<file path="src/rtl/ttx_win_pkg.sv">
package ttx_win_pkg;

  typedef enum logic [1:0] {
    MODE_W625 = 2'd0,
    MODE_W525 = 2'd1,
    MODE_NAB  = 2'd2,
    MODE_RSVD = 2'd3
  } ttx_mode_e;

  localparam int CNT_W = 9;
  localparam int ACC_W = 8;

  localparam int W625_BITS = 360;
  localparam int W525_BITS = 296;
  localparam int NAB_BITS  = 288;

  // bit rate / 27 MHz as numerator over denominator
  localparam int W625_NUM = 37;
  localparam int W625_DEN = 144;
  localparam int SLOW_NUM = 7;
  localparam int SLOW_DEN = 33;

  function automatic logic [CNT_W-1:0] mode_bits(ttx_mode_e m);
    case (m)
      MODE_W625: mode_bits = CNT_W'(W625_BITS);
      MODE_W525: mode_bits = CNT_W'(W525_BITS);
      default:   mode_bits = CNT_W'(NAB_BITS);
    endcase
  endfunction

  function automatic logic [ACC_W-1:0] mode_num(ttx_mode_e m);
    mode_num = (m == MODE_W625) ? ACC_W'(W625_NUM) : ACC_W'(SLOW_NUM);
  endfunction

  function automatic logic [ACC_W-1:0] mode_den(ttx_mode_e m);
    mode_den = (m == MODE_W625) ? ACC_W'(W625_DEN) : ACC_W'(SLOW_DEN);
  endfunction

endpackage

</file>
<file path="src/rtl/ttx_line_gate.sv">
module ttx_line_gate
  import ttx_win_pkg::*;
#(
  parameter int LINE_W = 10,
  parameter int HPOS_W = 11
) (
  input  logic              clk,
  input  logic              rst_n,
  input  logic              line_start,
  input  logic [LINE_W-1:0] line_num,
  input  logic              field_odd,
  input  logic              enable,
  input  logic [1:0]        mode,
  input  logic [HPOS_W-1:0] req_pos,
  input  logic [LINE_W-1:0] odd_first,
  input  logic [LINE_W-1:0] odd_last,
  input  logic [LINE_W-1:0] even_first,
  input  logic [LINE_W-1:0] even_last,
  output logic              open_go,
  output ttx_mode_e         mode_q
);

  logic [HPOS_W-1:0] hcnt_q, hcnt_d;
  logic              armed_q, armed_d;
  ttx_mode_e         mode_d;
  logic              in_rng;

  always_comb begin
    if (field_odd) in_rng = (line_num >= odd_first) && (line_num <= odd_last);
    else           in_rng = (line_num >= even_first) && (line_num <= even_last);

    open_go = armed_q && (hcnt_q == req_pos) && !line_start;

    hcnt_d = hcnt_q;
    if (line_start)          hcnt_d = '0;
    else if (hcnt_q != '1)   hcnt_d = hcnt_q + HPOS_W'(1);

    armed_d = armed_q;
    mode_d  = mode_q;
    if (line_start) begin
      armed_d = enable && in_rng && (ttx_mode_e'(mode) != MODE_RSVD);
      mode_d  = ttx_mode_e'(mode);
    end else if (open_go) begin
      armed_d = 1'b0;
    end
  end

  always_ff @(posedge clk or negedge rst_n) begin
    if (!rst_n) begin
      hcnt_q  <= '0;
      armed_q <= 1'b0;
      mode_q  <= MODE_W625;
    end else begin
      hcnt_q  <= hcnt_d;
      armed_q <= armed_d;
      mode_q  <= mode_d;
    end
  end

  // a disabled line never arms
  a_r2_disabled_no_arm: assert property (@(posedge clk) disable iff (!rst_n)
    (line_start && !enable) |=> !armed_q);
  // reserved mode never arms
  a_r2_rsvd_no_arm: assert property (@(posedge clk) disable iff (!rst_n)
    (line_start && (mode == 2'd3)) |=> !armed_q);
  // one window per line
  a_r2_open_once: assert property (@(posedge clk) disable iff (!rst_n)
    open_go |=> !armed_q);

endmodule

</file>
<file path="src/rtl/ttx_rate_gen.sv">
module ttx_rate_gen
  import ttx_win_pkg::*;
(
  input  logic      clk,
  input  logic      rst_n,
  input  logic      line_start,
  input  logic      open_go,
  input  ttx_mode_e mode_q,
  output logic      req,
  output logic      win
);

  logic [ACC_W-1:0] acc_q, acc_d;
  logic [CNT_W-1:0] cnt_q, cnt_d;
  logic             win_d, req_d;
  logic [ACC_W:0]   acc_sum;
  logic [ACC_W-1:0] num, den;
  logic [CNT_W-1:0] nbits;
  logic             fire;

  always_comb begin
    num     = mode_num(mode_q);
    den     = mode_den(mode_q);
    nbits   = mode_bits(mode_q);
    acc_sum = {1'b0, acc_q} + {1'b0, num};
    fire    = win && (acc_sum >= {1'b0, den});

    acc_d = acc_q;
    cnt_d = cnt_q;
    win_d = win;
    req_d = 1'b0;
    if (line_start) begin
      win_d = 1'b0;
    end else if (open_go) begin
      win_d = 1'b1;
      acc_d = den - num;          // first step fires at once
      cnt_d = '0;
    end else if (win) begin
      req_d = fire;
      if (fire) begin
        acc_d = ACC_W'(acc_sum - {1'b0, den});
        cnt_d = cnt_q + CNT_W'(1);
        if (cnt_q + CNT_W'(1) == nbits) win_d = 1'b0;
      end else begin
        acc_d = acc_sum[ACC_W-1:0];
      end
    end
  end

  always_ff @(posedge clk or negedge rst_n) begin
    if (!rst_n) begin
      acc_q <= '0;
      cnt_q <= '0;
      win   <= 1'b0;
      req   <= 1'b0;
    end else begin
      acc_q <= acc_d;
      cnt_q <= cnt_d;
      win   <= win_d;
      req   <= req_d;
    end
  end

  // requests are single-cycle
  a_r4_req_single: assert property (@(posedge clk) disable iff (!rst_n)
    req |=> !req);
  // counter never reaches the mode total while open
  a_r5_cnt_bound: assert property (@(posedge clk) disable iff (!rst_n)
    win |-> (cnt_q < nbits));
  // a line start closes the window and stops requests
  a_r7_line_closes: assert property (@(posedge clk) disable iff (!rst_n)
    line_start |=> (!win && !req));

endmodule

</file>
<file path="src/rtl/ttx_capture.sv">
module ttx_capture #(
  parameter int LAT_W = 4
) (
  input  logic             clk,
  input  logic             rst_n,
  input  logic             req,
  input  logic [LAT_W-1:0] lat,
  input  logic             ttx_in,
  output logic             bit_out,
  output logic             bit_valid
);

  localparam int DEPTH = 1 << LAT_W;

  logic [DEPTH-2:0] req_sh_q, req_sh_d;
  logic [DEPTH-1:0] taps;
  logic             strobe;
  logic             bit_d;

  always_comb begin
    taps     = {req_sh_q, req};
    strobe   = taps[lat];
    req_sh_d = {req_sh_q[DEPTH-3:0], req};
    bit_d    = strobe ? ttx_in : bit_out;
  end

  always_ff @(posedge clk or negedge rst_n) begin
    if (!rst_n) begin
      req_sh_q  <= '0;
      bit_out   <= 1'b0;
      bit_valid <= 1'b0;
    end else begin
      req_sh_q  <= req_sh_d;
      bit_out   <= bit_d;
      bit_valid <= strobe;
    end
  end

  // with a steady latency each request gives one single-cycle strobe
  a_r6_valid_single: assert property (@(posedge clk) disable iff (!rst_n)
    bit_valid |=> (!bit_valid || !$stable(lat)));

endmodule

</file>
<file path="src/rtl/ttx_window_ctrl.sv">
module ttx_window_ctrl
  import ttx_win_pkg::*;
#(
  parameter int LINE_W = 10,
  parameter int HPOS_W = 11,
  parameter int LAT_W  = 4
) (
  input  logic              clk,
  input  logic              rst_n,
  input  logic              line_start,
  input  logic [LINE_W-1:0] line_num,
  input  logic              field_odd,
  input  logic              tx_enable,
  input  logic [1:0]        mode,
  input  logic [HPOS_W-1:0] req_pos,
  input  logic [LAT_W-1:0]  data_lat,
  input  logic [LINE_W-1:0] odd_first,
  input  logic [LINE_W-1:0] odd_last,
  input  logic [LINE_W-1:0] even_first,
  input  logic [LINE_W-1:0] even_last,
  input  logic              ttx_in,
  output logic              ttx_req,
  output logic              bit_out,
  output logic              bit_valid,
  output logic              win_open
);

  logic [1:0] rst_sync_q;
  logic       rst_int_n;
  logic       open_go;
  ttx_mode_e  mode_q;

  always_ff @(posedge clk or negedge rst_n) begin
    if (!rst_n) rst_sync_q <= 2'b00;
    else        rst_sync_q <= {rst_sync_q[0], 1'b1};
  end
  assign rst_int_n = rst_sync_q[1];

  ttx_line_gate #(.LINE_W(LINE_W), .HPOS_W(HPOS_W)) u_gate (
    .clk(clk), .rst_n(rst_int_n), .line_start(line_start), .line_num(line_num),
    .field_odd(field_odd), .enable(tx_enable), .mode(mode), .req_pos(req_pos),
    .odd_first(odd_first), .odd_last(odd_last), .even_first(even_first),
    .even_last(even_last), .open_go(open_go), .mode_q(mode_q)
  );

  ttx_rate_gen u_rate (
    .clk(clk), .rst_n(rst_int_n), .line_start(line_start), .open_go(open_go),
    .mode_q(mode_q), .req(ttx_req), .win(win_open)
  );

  ttx_capture #(.LAT_W(LAT_W)) u_cap (
    .clk(clk), .rst_n(rst_int_n), .req(ttx_req), .lat(data_lat), .ttx_in(ttx_in),
    .bit_out(bit_out), .bit_valid(bit_valid)
  );

  // outputs stay quiet while the internal reset is held
  a_r1_quiet_in_reset: assert property (@(posedge clk) disable iff (!rst_n)
    !rst_int_n |-> (!ttx_req && !bit_valid && !win_open));

endmodule

</file>
<file path="config.mk">
export PLATFORM = sky130hd
export DESIGN_NAME = ttx_window_ctrl
export DESIGN_NICKNAME = d
export VERILOG_FILES = /design/src/rtl/ttx_win_pkg.sv /design/src/rtl/ttx_line_gate.sv /design/src/rtl/ttx_rate_gen.sv /design/src/rtl/ttx_capture.sv /design/src/rtl/ttx_window_ctrl.sv
export SDC_FILE = /design/constraint.sdc
export NUM_CORES = 1
export LEC_CHECK = 0
export CAP_MARGIN = 20
export CORE_UTILIZATION = 37
export DETAILED_ROUTE_END_ITERATION = 12
export DONT_BUFFER_PORTS = 1
export REMOVE_ABC_BUFFERS = 1
export SLEW_MARGIN = 10
export SYNTH_ARGS = -nofsm -noshare
export SYNTH_HDL_FRONTEND = slang
export SYNTH_HIERARCHICAL = 1
export SYNTH_SLANG_ARGS = --single-unit
</file>
<file path="constraint.sdc">
create_clock -name clk -period 4.3 [get_ports clk]
set_clock_uncertainty 0.1 [all_clocks]
set_input_delay 0.215 -clock clk [delete_from_list [all_inputs] [get_ports clk]]
set_output_delay 0.215 -clock clk [all_outputs]
set_load 0.01 [all_outputs]
</file>
======== Yosys cells after proc, flatten, opt, wreduce, memory -nomap -nowiden ========
Index checks and enable logic that the tools add are counted.
cells by class
  add/sub/neg operators ................... 5
  bitwise logic cells ..................... 1
  equality and inequality tests ........... 5
  reduce and logical (&&, ||, !) cells .... 15
  $lt $le $gt $ge ......................... 6
  multiplexer cells ....................... 24
operators with widths
  kind                                                        count
  2-to-1 mux 8 bit                                            4
  2-to-1 mux 9 bit                                            3
  2-to-1 mux 11 bit                                           2
  >= comparator 10 bit                                        2
  less-or-equal comparator 10 bit                             2
  subtractor 8 bit                                            2
  one-hot mux 7 bit (2 select lines)                          1
  2-to-1 mux 1 bit                                            12
  adder 11 x 1 -> 11 bit, second input constant               1
  equality test 11 bit                                        1
  inequality test 11 bit, second input constant               1
  adder 8 x 6 -> 9 bit                                        1
  adder 9 x 1 -> 9 bit, second input constant                 1
  equality test 9 bit                                         1
  >= comparator 9 x 8 -> 1 bit                                1
  nonzero test 2 bit                                          4
  logical AND 1 bit                                           7
  2-to-1 mux 6 bit                                            1
  less-than comparator 4 x 5 -> 1 bit, second input constant  1
  binary-select mux 1 bit (select 4 bit)                      1
  AND reduction 3 bit                                         1
  equality test 2 x 1 -> 1 bit, second input constant         1
  zero test 2 bit                                             1
  inequality test 2 bit, second input constant                1
  3 further kinds                                             3
storage, ports and cells
  bits in registers ....................... 52
  output and inout port bits .............. 4

======== Longest topological paths before layout ========
Gate-level depths: netlist (run 1).
  word-level depth ........................ 9
  gate-level depth with buffers ........... 18

======== Cells and area by module ========
The synthesis (run 1) kept the hierarchy.
modules (own cells, without submodules)
  module           cells each  times used  area each (µm²)
  ttx_line_gate    218         1           1,784.2
  ttx_rate_gen     191         1           1,586.5
  ttx_capture      23          1           568.0
  ttx_window_ctrl  3           1           53.8

======== Worst setup path before layout (run 1) ========
No wires, ideal clock.
  path type ............................... register to register
  start point ............................. register u_gate.mode_q[1]
  end point ............................... register u_rate.cnt_q[7]
  cell stages (with the launch flop) ...... 18
  setup time .............................. 0.126 ns
  slack ................................... 0.565 ns
  period minus slack after synthesis ...... 3.735 ns
  arrival ................................. 3.509 ns
  path buffers ............................ 1
  cell sequence ........................... dfrtp_1 nor2_1 inv_1 ha_1 a211oi_2 nor2_1 a21oi_1 nor2b_1 xor2_1 ha_1 nand2_1 a31oi_1 a22oi_1 and2_4 buf_6 nor4_1 nor3b_1 a221o_1
on the way
  word-level cells in the longest chain between the ends .. 7
RTL lines
  what                                    RTL line                              RTL
  from (decl)                             ttx_line_gate.sv:20                   output ttx_mode_e mode_q
  from (signal assigned)                  ttx_line_gate.sv:56                   mode_q <= mode_d;
  zero test 2 bit *                       ttx_win_pkg.sv:32, ttx_win_pkg.sv:36
  2-to-1 mux 6 bit                        ttx_win_pkg.sv:32                     mode_num = (m == MODE_W625) ? ACC_W'(W625_NUM) : ACC_W'(SLOW_NUM);
  adder 8 x 6 -> 9 bit                    ttx_rate_gen.sv:25                    acc_sum = {1'b0, acc_q} + {1'b0, num};
  >= comparator 9 x 8 -> 1 bit *          ttx_rate_gen.sv:26                    fire = win && (acc_sum >= {1'b0, den});
  logical AND 1 bit *                     ttx_rate_gen.sv:26
  nonzero test 2 bit (no source line) *   -
  AND reduction 3 bit (no source line) *  -
  to (signal assigned)                    ttx_rate_gen.sv:58                    cnt_q <= cnt_d;
  to (decl)                               ttx_rate_gen.sv:14                    logic [CNT_W-1:0] cnt_q, cnt_d;
Mark *: on every way between the ends. The rest lies on a longest branch, timed or not.
A chain may end at the register's enable or synchronous reset.

======== Worst setup path in the final report (run 1) ========
Ends and elaborated chain as after synthesis.

==> summary.md, run 1 <==
| Metric | Value |
|---|---|
| GPL Wtd Cong | 0.856 |
| Vias post-DR | 3,145 |
| Vias in the first global route | 3,218 |
| Peak supply drop | 161 µV |
| Post-Place Setup Slack | 0.498 ns |
| Nets | 564 |
| Cts bufs inserted | 5 |
| CP top delay family | simple AND/OR/NAND/NOR gates |
| Clock slew seen by the registers of the worst setup and hold paths | 0.10 ns |
| Actual slew at the worst max-slew pin | 0.909 ns |
| Post-synthesis register bit count | 52 |
| Routed vias/inst | 5.45 |
| Placed Area | 0.00412 mm² |
| Die width | 106 µm |
| Critical path cell sequence | nor2_1, inv_1, ha_1, a211oi_2, nor2_1, a21oi_1, nor2b_1, xor2_1, ha_1, nand2_1, a31oi_1, a22oi_1, and2_4, nor4_1, nor3b_1, a221o_1 |
| Period Utilization, post-route | 90.0% |
| CP Capture Type | flip-flop |
| Longest Clk Path Bufs | 2 |
| Arrival time at the worst endpoint | 3.97 ns |
| Synthesized cell area | 0.00399 mm² |
| Placed Cells | 561 |
| Finished Core Util | 41.6% |
| Top-Level Pins | 77 |
| CTS sink cnt | 52 |
| Final Setup Violations | 0 |
| Tot Pwr | 1.06 mW |
| GRT Util Overall | 16.4% |
| Post-CTS resize count | 0 |
| Starting Density | 38.3% |
| Fmax | 258 MHz |
| Avg Cell Area, Syn | 9.18 µm² |
| Num rows | 37 |
| CORE AREA | 0.0104 mm² |
| Relative max-transition margin | 39.2% |
| Initial antenna violation count | 0 |
| EDFF count, synth | 0 |
| Post-synth top flop | dfrtp_1 |
| Final Instance Area | 0.00433 mm² |
| Reg-to-reg slack, setup | 0.43 ns |
| Global-route wire length before repair | 15,000 µm |
| Final Hold Viols | 0 |
| Pwr per Cell Area | 244 mW/mm² |
| Crit-path max cell delay | 0.43 ns |
| Outcome | finished, final reports clean |
| Worst setup margin | 0.431 ns |
| Synth async-reset ratio | 100% |
| Netlist cell types | 59 |
| Post-DP HPWL | 6720 µm |
| Die Area | 0.0112 mm² |
| CTS root buf | clkbuf_8 |
| CTS tree | done |
| Final Max Tran Viols | 0 |
| Fin cells | 577 |
| Leakage power | 2.02 nW |
| Largest net degree at the start of global routing | 51 |
| H-Tree Level Count | 2 |
| Total routed wirelength | 8710 µm |
| Crit path max fanout | 19 |
| HP Class | input port to asynchronous set/reset pin |
| Clk_lat worst skew | 0.30 ns |
| # port buffers | 0 |
| Sequential share of the synthesized area | 32.6% |
| Global route total overflow | 0 |
| DRC viols | 0 |
| Worst EP required | 4.40 ns |
| Setup TNS | 0 ns |
| Buf/Inv on CP | 1 |
| Max capacitance violation total | 0 |
| Setup CP Type | flip-flop to flip-flop |
| DRT iter0 DRCs | 135 |
| Share of cells above drive strength 1 | 6.80% |
| Post-synthesis instance total | 435 |
| Min Clock Period, post-route | 3.87 ns |
| Yosys warns | 6 |
| Worst reg-to-reg path cell count | 16 |
| TritonRoute pass-1 iters | 4 |
| FF-to-FF Start | u_gate/mode_q[1] |
| Worst flop-to-flop path endpoint | u_rate/cnt_q[7] |
| RSZ-0062 raised after global routing | false |
| Worst hold slack | 0.0233 ns |
| Die Y | 106 µm |
| Routed wire length per instance | 15.1 µm |
| Post-route ant nets | 0 |
| P&R area growth vs syn | 8.43% |
| Startpoint type of the worst setup path | flip-flop |
| Ant diodes | 0 |
| Slowest cell on crit path | dfrtp_1 |
metal layers:
metal	vias up	global-route usage, %	share of wire (%)
li1	1576	-	-
met1	1475	20.9	47
met2	88	28.7	47
met3	6	3.77	5.4
met4	0	2.68	0.51
met5	-	0	0
power breakdown:
group	switching, mW	total (mW)	leakage, nW	internal [mW]
sequential	0.0199	0.520	0.692	0.500
clock	0.162	0.338	0.0548	0.175
combinational	0.109	0.199	1.28	0.0905
layout by cell type (no fill, tap or decap), types with 11 or more instances in the layout:
master	count
nand3_1	11
a21oi_1	25
nand2_1	25
xnor2_1	19
ha_1	50
nor2_1	31
dfrtp_1	51
nand4_1	18
nor3_1	16
inv_1	48
o21ai_0	22
cells in the mapped netlist, types with 7 or more instances:
cell type / number / area [µm²]
dfrtp_1: 52 / 1300
ha_1: 50 / 626
inv_1: 48 / 180
nor2_1: 31 / 116
a21oi_1: 25 / 125
nand2_1: 25 / 93.8
o21ai_0: 22 / 110
xnor2_1: 19 / 166
nand4_1: 18 / 113
nor3_1: 16 / 80.1
nand3_1: 11 / 55.1
xor2_1: 10 / 87.6
clkbuf_1: 9 / 33.8
nand2b_1: 7 / 43.8
flip-flops by register name (all words and copies together) (netlist names):
signal / flops
u_cap/req_sh_q: 15
u_gate/hcnt_q: 11
u_rate/cnt_q: 9
u_rate/acc_q: 8
rst_sync_q: 2
u_gate/mode_q: 2
u_cap/bit_out: 1
u_cap/bit_valid: 1
u_gate/armed_q: 1
u_rate/req: 1
u_rate/win: 1
cells by family (layout without fill, tap and decap cells):
kind of cell,Yosys count,in the layout,share of synthesized area [%]
xor gates and xnor gates,29,29,6.36
AOI/OAI and AO/OA,91,91,15.0
adders and majority gates,51,51,16.2
muxes,13,13,5.39
buffers and inverters,61,67,6.14
other,1,1,0.0939
and+or+nand+nor,137,137,18.2
DFF,52,52,32.6
worst max path at each step:
stage	slack (ns)	depth (start not counted)	endpoint	startpoint
4_1_cts	0.46	16	u_rate/cnt_q[7]	u_gate/mode_q[1]
2_1_floorplan	0.56	16	u_rate/cnt_q[7]	u_gate/mode_q[1]
6_report	0.43	16	u_rate/cnt_q[7]	u_gate/mode_q[1]
3_5_place_dp	0.50	16	u_rate/cnt_q[7]	u_gate/mode_q[1]
5_1_grt	0.22	16	u_rate/cnt_q[7]	u_gate/mode_q[1]
3_3_place_gp	0.65	16	u_rate/cnt_q[7]	u_gate/mode_q[1]
cell type report:
| cell class | instances | area, µm² |
|---|---|---|
| inverters | 49 | 184 |
| fillers | 1045 | 6090 |
| clock buffers | 5 | 68.8 |
| flip-flops and latches | 52 | 1300 |
| clock inverters | 3 | 46.3 |
| repair buffers | 10 | 105 |
| multi-input cells | 322 | 2450 |
| well taps | 136 | 170 |
timing repair:
| action | 4_1_cts | 5_1_grt |
|---|---|---|
| endpoints found under the hold margin | 27 | 0 |
| buffers inserted | 0 | 0 |
| hold buffers | 7 | 0 |
| setup endpoints to repair | 0 | 0 |
No activity file was read; power rests on OpenSTA's default activity.
==> run 2: changes to the inputs <==
--- a/config.mk
+++ b/config.mk
@@ -5,11 +5,13 @@
 export SDC_FILE = /design/constraint.sdc
 export NUM_CORES = 1
 export LEC_CHECK = 0
+export ABC_AREA = 1
 export CAP_MARGIN = 20
 export CORE_UTILIZATION = 37
 export DETAILED_ROUTE_END_ITERATION = 12
 export DONT_BUFFER_PORTS = 1
 export REMOVE_ABC_BUFFERS = 1
+export SKIP_LAST_GASP = 1
 export SLEW_MARGIN = 10
 export SYNTH_ARGS = -nofsm -noshare
 export SYNTH_HDL_FRONTEND = slang
==> run 2 against run 1 <==
  * The run now ends with DRC left
  * Wire length up 11%
  * Die area is 11% higher
  * Critical path depth grew 5
  * Power is 15% higher
  * Clock power is 32% higher
  * Sequential share of layout area down 3.1 points
  * Non-clock buffer count down 3
  * First-iteration DRC count grew 28%
==> summary.md, run 2 <==
| Metric | Value |
|---|---|
| Synthesized cell area | 0.00445 mm² |
| Setup CP Type | flip-flop to flip-flop |
| Number of flip-flops in the largest register | 15 |
| Die Y | 112 µm |
| Post-route ant nets | 0 |
| Routed vias/inst | 4.87 |
| Nets | 750 |
| Post-synthesis instance total | 615 |
| CP top delay family | simple AND/OR/NAND/NOR gates |
| Actual slew at the worst max-slew pin | 0.623 ns |
| Min Clock Period, post-route | 3.60 ns |
| Crit path to | u_rate/cnt_q[8] |
| Die Area | 0.0125 mm² |
| Longest Clk Path Bufs | 2 |
| Top cells by count, synth | nand2_1 (155), inv_1 (122), dfrtp_1 (52) |
| Max capacitance violation total | 0 |
| FF-to-FF Start | u_gate/mode_q[1] |
| Worst path most repeated cell | nand2_1 |
| P_int | 0.874 mW |
| Sequential share of the synthesized area | 29.2% |
| Clock network fraction of total power | 36.8% |
| Buf/Inv on CP | 3 |
| Sw Share | 28.1% |
| Worst reg-to-reg path cell count | 21 |
| Critical path cell sequence | nor2_1, inv_1, ha_1, nand2_1, nand2_2, nand3_1, xor2_1, inv_1, ha_1, nand2_1, nor3b_1, nand3_1, nand3_2, nand2_2, nand3_4, nand2_4, nor2_4, nand2_4, clkinv_2, nand2_1, nand2_1 |
| Total routed wirelength | 9660 µm |
| Vias post-DR | 3,753 |
| Cts bufs inserted | 5 |
| Metal2 WL | 4620 µm |
| CP Capture Type | flip-flop |
| Crit path max fanout | 11 |
| Top-Level Pins | 77 |
| CTS root buf | clkbuf_16 |
| Startpoint type of the worst setup path | flip-flop |
| Failing checks | DRC |
| H-Tree Level Count | 2 |
| Netlist cell types | 43 |
| P_sw | 0.341 mW |
| Final Setup Violations | 0 |
| Ant diodes | 0 |
| Post-synthesis register bit count | 52 |
| CP Depth | 21 |
| Clock slew seen by the registers of the worst setup and hold paths | 0.07 ns |
| DRT iter0 DRCs | 173 |
| TritonRoute pass-1 iters | 8 |
| Wire length on met3 | 402 µm |
| Final Hold Viols | 0 |
| P&R area growth vs syn | 8.46% |
| Setup TNS | 0 ns |
| CTS Hold Bufs | 6 |
| Fmax | 278 MHz |
| Routed wire length per instance | 12.5 µm |
| Vias in the first global route | 3,634 |
| Synth async-reset ratio | 100% |
| Yosys top cell by area | dfrtp_1 |
| HP Class | input port to flip-flop |
| Final Max Tran Viols | 0 |
| # port buffers | 0 |
| Largest registers | u_cap/req_sh_q (15), u_gate/hcnt_q (11), u_rate/cnt_q (9) |
| Logic pwr share | 21.0% |
| Largest reg by FF count | u_cap/req_sh_q |
| Arrival time at the worst endpoint | 3.73 ns |
| Top post-synthesis cells by area | dfrtp_1 (29%), ha_1 (14%), nand2_1 (13%) |
| Die width | 112 µm |
| Fin cells | 770 |
| Period Utilization, post-route | 83.7% |
| RSZ-0062 raised after global routing | false |
| Leakage power | 2.67 nW |
| Placed Cells | 756 |
| Outcome | finished, violations left |
| Commonest non-fill, non-tap cells in the layout | nand2_1 (155), inv_1 (122), dfrtp_1 (51) |
| Peak supply drop | 156 µV |
| Reg-to-reg slack, setup | 0.70 ns |
| CORE AREA | 0.0116 mm² |
| Top Metal Used | met4 |
| Clk_lat worst skew | 0.29 ns |
| Avg Cell Area, Syn | 7.23 µm² |
| Crit-path max cell delay | 0.41 ns |
| Largest net degree at the start of global routing | 51 |
| Global-route wire length before repair | 16,700 µm |
| Num rows | 39 |
| Post-CTS resize count | 0 |
| Most common cell after layout, fill and taps aside | nand2_1 |
| GPL Wtd Cong | 0.914 |
| Pwr per Cell Area | 252 mW/mm² |
| Yosys warns | 6 |
| GRT Util Overall | 16.3% |
| Initial antenna violation count | 0 |
| DRC viols | 5 |
| Relative max-transition margin | 58.5% |
| Slowest cell on crit path | dfrtp_1 |
| # Post-CTS Setup Buffers | 0 |
| Worst EP required | 4.43 ns |
| CTS sink cnt | 52 |
| Critical path origin | u_gate/mode_q[1] |
| Top cell type's share of synthesized area | 29.2% |
| CTS tree | done |
| EDFF count, synth | 0 |
| Flop pwr share | 42.2% |
| Tot Pwr | 1.22 mW |
| Starting Density | 38.5% |
| Post-DP HPWL | 7900 µm |
| Global route total overflow | 0 |
| Top-count cell post-synth | nand2_1 |
| Post-synth top flop | dfrtp_1 |
| Worst flop-to-flop path endpoint | u_rate/cnt_q[8] |
| Metal-1 WL | 4520 µm |
| Share of cells above drive strength 1 | 9.73% |
==> run 2: cell types whose count changed after synthesis, moves of 7 or more <==
cell / before / now
a21oi_1: 25 / 15
clkbuf_1: 9 / 0
inv_1: 48 / 122
nand2_1: 25 / 155
nand2_2: 0 / 14
nand2b_1: 7 / 0
nand3_1: 11 / 50
nand3_2: 0 / 10
nor3_1: 16 / 4
o21ai_0: 22 / 9
o21ai_1: 0 / 16
xnor2_1: 19 / 4
==> run 2: power by group through the flow <==
stage               Combinational (mW)  Clock (mW)  Sequential (mW)
floorplan                        0.193           0            0.526
global placement                 0.243           0            0.521
detailed placement               0.250           0            0.522
CTS                              0.257       0.465            0.513
global route                     0.296       0.487            0.514
finish                           0.256       0.447            0.513
==> run 2: cells by family after synthesis <==
kind of cell / after synthesis / share of synthesized area (%)
AND/OR/NAND/NOR: 307 / 33.5
flip-flops: 52 / 29.2
AO/OA/AOI/OAI: 51 / 6.36
buffers and inverters: 133 / 12.4
adder cells (fa/ha/maj): 51 / 14.5
other: 1 / 0.0843
XOR/XNOR: 20 / 3.94
==> run 2: worst min-delay path, stage by stage <==
cell and delay [ns]:
nand2_1 0.04, nand3_1 0.08, nand2_1 0.04
==> run 2: layout make-up <==
type,count,area [µm²]
clock buffer,5,125
timing repair buffer,7,67.6
clock inverter,3,42.5
inverter,130,513
fill,1239,6740
tap,143,179
multi-input combinational,430,2600
sequential,52,1300
==> run 2: layer usage <==
layer  global-route usage (%)  vias to the layer above
met5                        0                        -
met4                     5.05                        0
met3                     3.27                        9
met2                     27.0                       70
met1                     21.3                     1718
li1                         -                     1956
==> run 2: worst min-delay path by stage <==
stage	start	endpoint	slack, ns	cells after the start
floorplan	rst_n	rst_sync_q[0]	-0.18	0
global placement	rst_n	rst_sync_q[0]	-0.18	0
detailed placement	rst_n	rst_sync_q[0]	-0.18	0
CTS	data_lat[3]	u_cap/bit_valid	0.006	3
global route	data_lat[3]	u_cap/bit_valid	0.03	3
finish	field_odd	u_gate/armed_q	0.01	3
==> run 2: per-stage QoR <==
step,setup slack [ns],utilization [%],hold WS (ns),instance area (µm²)
final,0.700,41.7,0.0137,4830
after detailed placement,0.712,39.8,-0.181,4600
after floorplan,1.18,-,-0.181,4410
after global routing,0.390,41.7,0.0263,4830
after CTS,0.715,41.7,0.00590,4830
after global placement,0.859,39.8,-0.181,4600
==> run 3: changes to the inputs <==
==> constraint.sdc (replaced) <==
create_clock -name clk -period 3.54 [get_ports clk]
set_clock_uncertainty 0.1 [all_clocks]
set_input_delay 0.177 -clock clk [delete_from_list [all_inputs] [get_ports clk]]
set_output_delay 0.177 -clock clk [all_outputs]
set_load 0.01 [all_outputs]
==> run 3 against run 2 <==
  * The flow still finishes with violations (DRC)
  * Combinational power rose by 22%
  * Sequential share of layout area fell by 0.30 points
  * Die area did not move
  * Non-clock buffer count rose by 2
  * Setup slack got worse by 0.40 ns
  * Count of clock-buffer cells in the layout rose by 1
  * Flip-flop and latch count did not move
  * Sequential power rose by 23%
  * Critical path type unchanged
  * Critical endpoint unchanged
  * Largest cell class unchanged
  * Largest power group unchanged
==> summary.md, run 3 (same netlist as run 2, synthesis figures left out) <==
| Metric | Value |
|---|---|
| Outcome | finished, violations left |
| Failing checks | DRC |
| Die width | 112 µm |
| Crit path max fanout | 11 |
| Total routed wirelength | 9680 µm |
| Die Y | 112 µm |
| Num rows | 39 |
| Fmax | 309 MHz |
| Largest registers | u_cap/req_sh_q (15), u_gate/hcnt_q (11), u_rate/cnt_q (9) |
| Max capacitance violation total | 0 |
| Setup CP Type | flip-flop to flip-flop |
| Critical path cell sequence | inv_1, fa_2, nor2_4, nand2_2, nand2_2, xnor2_1, inv_1, ha_1, nand2_1, nor3b_1, nand3_1, nand3_2, nand2_2, nand3_4, nand2_4, nor2_4, nand2_4, clkinv_2, nand2_1, nand2_1 |
| Starting Density | 38.5% |
| Top-Level Pins | 77 |
| GRT Util Overall | 16.2% |
| Post-DP HPWL | 7870 µm |
| Post-route ant nets | 0 |
| Final Setup Violations | 0 |
| Slowest cell on crit path | fa_2 |
| # port buffers | 0 |
| Routed vias/inst | 4.82 |
| Ant diodes | 0 |
| DRC viols | 3 |
| Final Max Tran Viols | 0 |
| CTS tree | done |
| CORE AREA | 0.0116 mm² |
| Routed wire length per instance | 12.5 µm |
| Startpoint type of the worst setup path | flip-flop |
| Reg-to-reg slack, setup | 0.30 ns |
| Leakage power | 2.69 nW |
| Period Utilization, post-route | 91.5% |
| Actual slew at the worst max-slew pin | 0.656 ns |
| CP top delay family | simple AND/OR/NAND/NOR gates |
| Global-route wire length before repair | 16,600 µm |
| CTS sink cnt | 52 |
| Commonest non-fill, non-tap cells in the layout | nand2_1 (155), inv_1 (122), dfrtp_1 (51) |
| Number of flip-flops in the largest register | 15 |
| Global route total overflow | 0 |
| Worst flop-to-flop path endpoint | u_rate/cnt_q[8] |
| Setup TNS | 0 ns |
| RSZ-0062 raised after global routing | false |
| GPL Wtd Cong | 0.915 |
| FF-to-FF Start | u_rate/acc_q[0] |
| Largest net degree at the start of global routing | 32 |
| H-Tree Level Count | 2 |
| Crit-path max cell delay | 0.44 ns |
| Vias post-DR | 3,718 |
| CTS root buf | clkbuf_16 |
| Tot Pwr | 1.51 mW |
| Nets | 752 |
| P&R area growth vs syn | 9.70% |
| Relative max-transition margin | 56.3% |
| Clock slew seen by the registers of the worst setup and hold paths | 0.07 ns |
| CP Capture Type | flip-flop |
| TritonRoute pass-1 iters | 9 |
| Final Hold Viols | 0 |
| Cts bufs inserted | 5 |
| Fill cells | 1,181 |
| Vias in the first global route | 3,686 |
| Arrival time at the worst endpoint | 3.36 ns |
| DRT iter0 DRCs | 170 |
| Longest Clk Path Bufs | 2 |
| Min Clock Period, post-route | 3.24 ns |
| Initial antenna violation count | 0 |
| CP Depth | 20 |
| Worst EP required | 3.66 ns |
| HP Class | input port to asynchronous set/reset pin |
| Worst reg-to-reg path cell count | 20 |
| Peak supply drop | 235 µV |
| Buf/Inv on CP | 3 |
| Largest reg by FF count | u_cap/req_sh_q |
| Die Area | 0.0125 mm² |
| Pwr per Cell Area | 309 mW/mm² |
| Most common cell after layout, fill and taps aside | nand2_1 |
| Share of cells above drive strength 1 | 10.3% |
| Clk_lat worst skew | 0.29 ns |
-- run 3: per-layer routing --
layer	up-vias	wire length (µm)	track usage (%)
met3	10	329	2.99
met5	-	0	0
met1	1696	4680	21.0
met2	55	4560	27.9
met4	0	109	3.69
li1	1957	-	-
-- run 3: through the flow --
| step | setup slack, ns | util (%) | cell area (µm²) | std cells | hold slack, ns |
|---|---|---|---|---|---|
| global route | 0.0453 | 42.2 | 4880 | 772 | 0.0134 |
| finish | 0.299 | 42.2 | 4880 | 772 | 0.0168 |
| detailed placement | 0.226 | 39.8 | 4610 | 757 | -0.219 |
| floorplan | 0.419 | - | 4410 | 612 | -0.219 |
| CTS | 0.187 | 42.0 | 4850 | 772 | 0.0111 |
| global placement | 0.264 | 39.8 | 4610 | 757 | -0.219 |
-- run 3: report_power, final --
part,switching (mW),internal [mW],total [mW]
Combinational,0.185,0.128,0.313
Sequential,0.0216,0.608,0.630
Clock,0.210,0.354,0.564
Total,0.417,1.09,1.51
-- run 3: layout make-up --
class,instances,area (µm²),share of cell area (%)
multi-input cells,430,2620,53.8
flip-flops and latches,52,1300,26.7
inverters,130,513,10.5
well taps,143,179,3.67
clock buffers,6,139,2.85
repair buffers,9,85.1,1.74
clock inverters,2,38.8,0.795
-- run 3: worst max path at each step --
stage / start / to / slack (ns)
6_report: u_rate/acc_q[0] / u_rate/cnt_q[8] / 0.30
3_5_place_dp: u_rate/acc_q[0] / u_rate/cnt_q[8] / 0.23
5_1_grt: u_rate/acc_q[0] / u_rate/cnt_q[8] / 0.05
4_1_cts: u_gate/mode_q[1] / u_rate/cnt_q[8] / 0.19
2_1_floorplan: u_gate/mode_q[1] / u_rate/cnt_q[8] / 0.42
3_3_place_gp: u_rate/acc_q[0] / u_rate/cnt_q[8] / 0.26
-- run 3: what timing repair did --
action / 4_1_cts / 5_1_grt
hold buffers: 7 / 0
endpoints found under the hold margin: 10 / 0
endpoints found under the setup margin: 0 / 19
buffers inserted: 0 / 0
resized for setup: 0 / 5
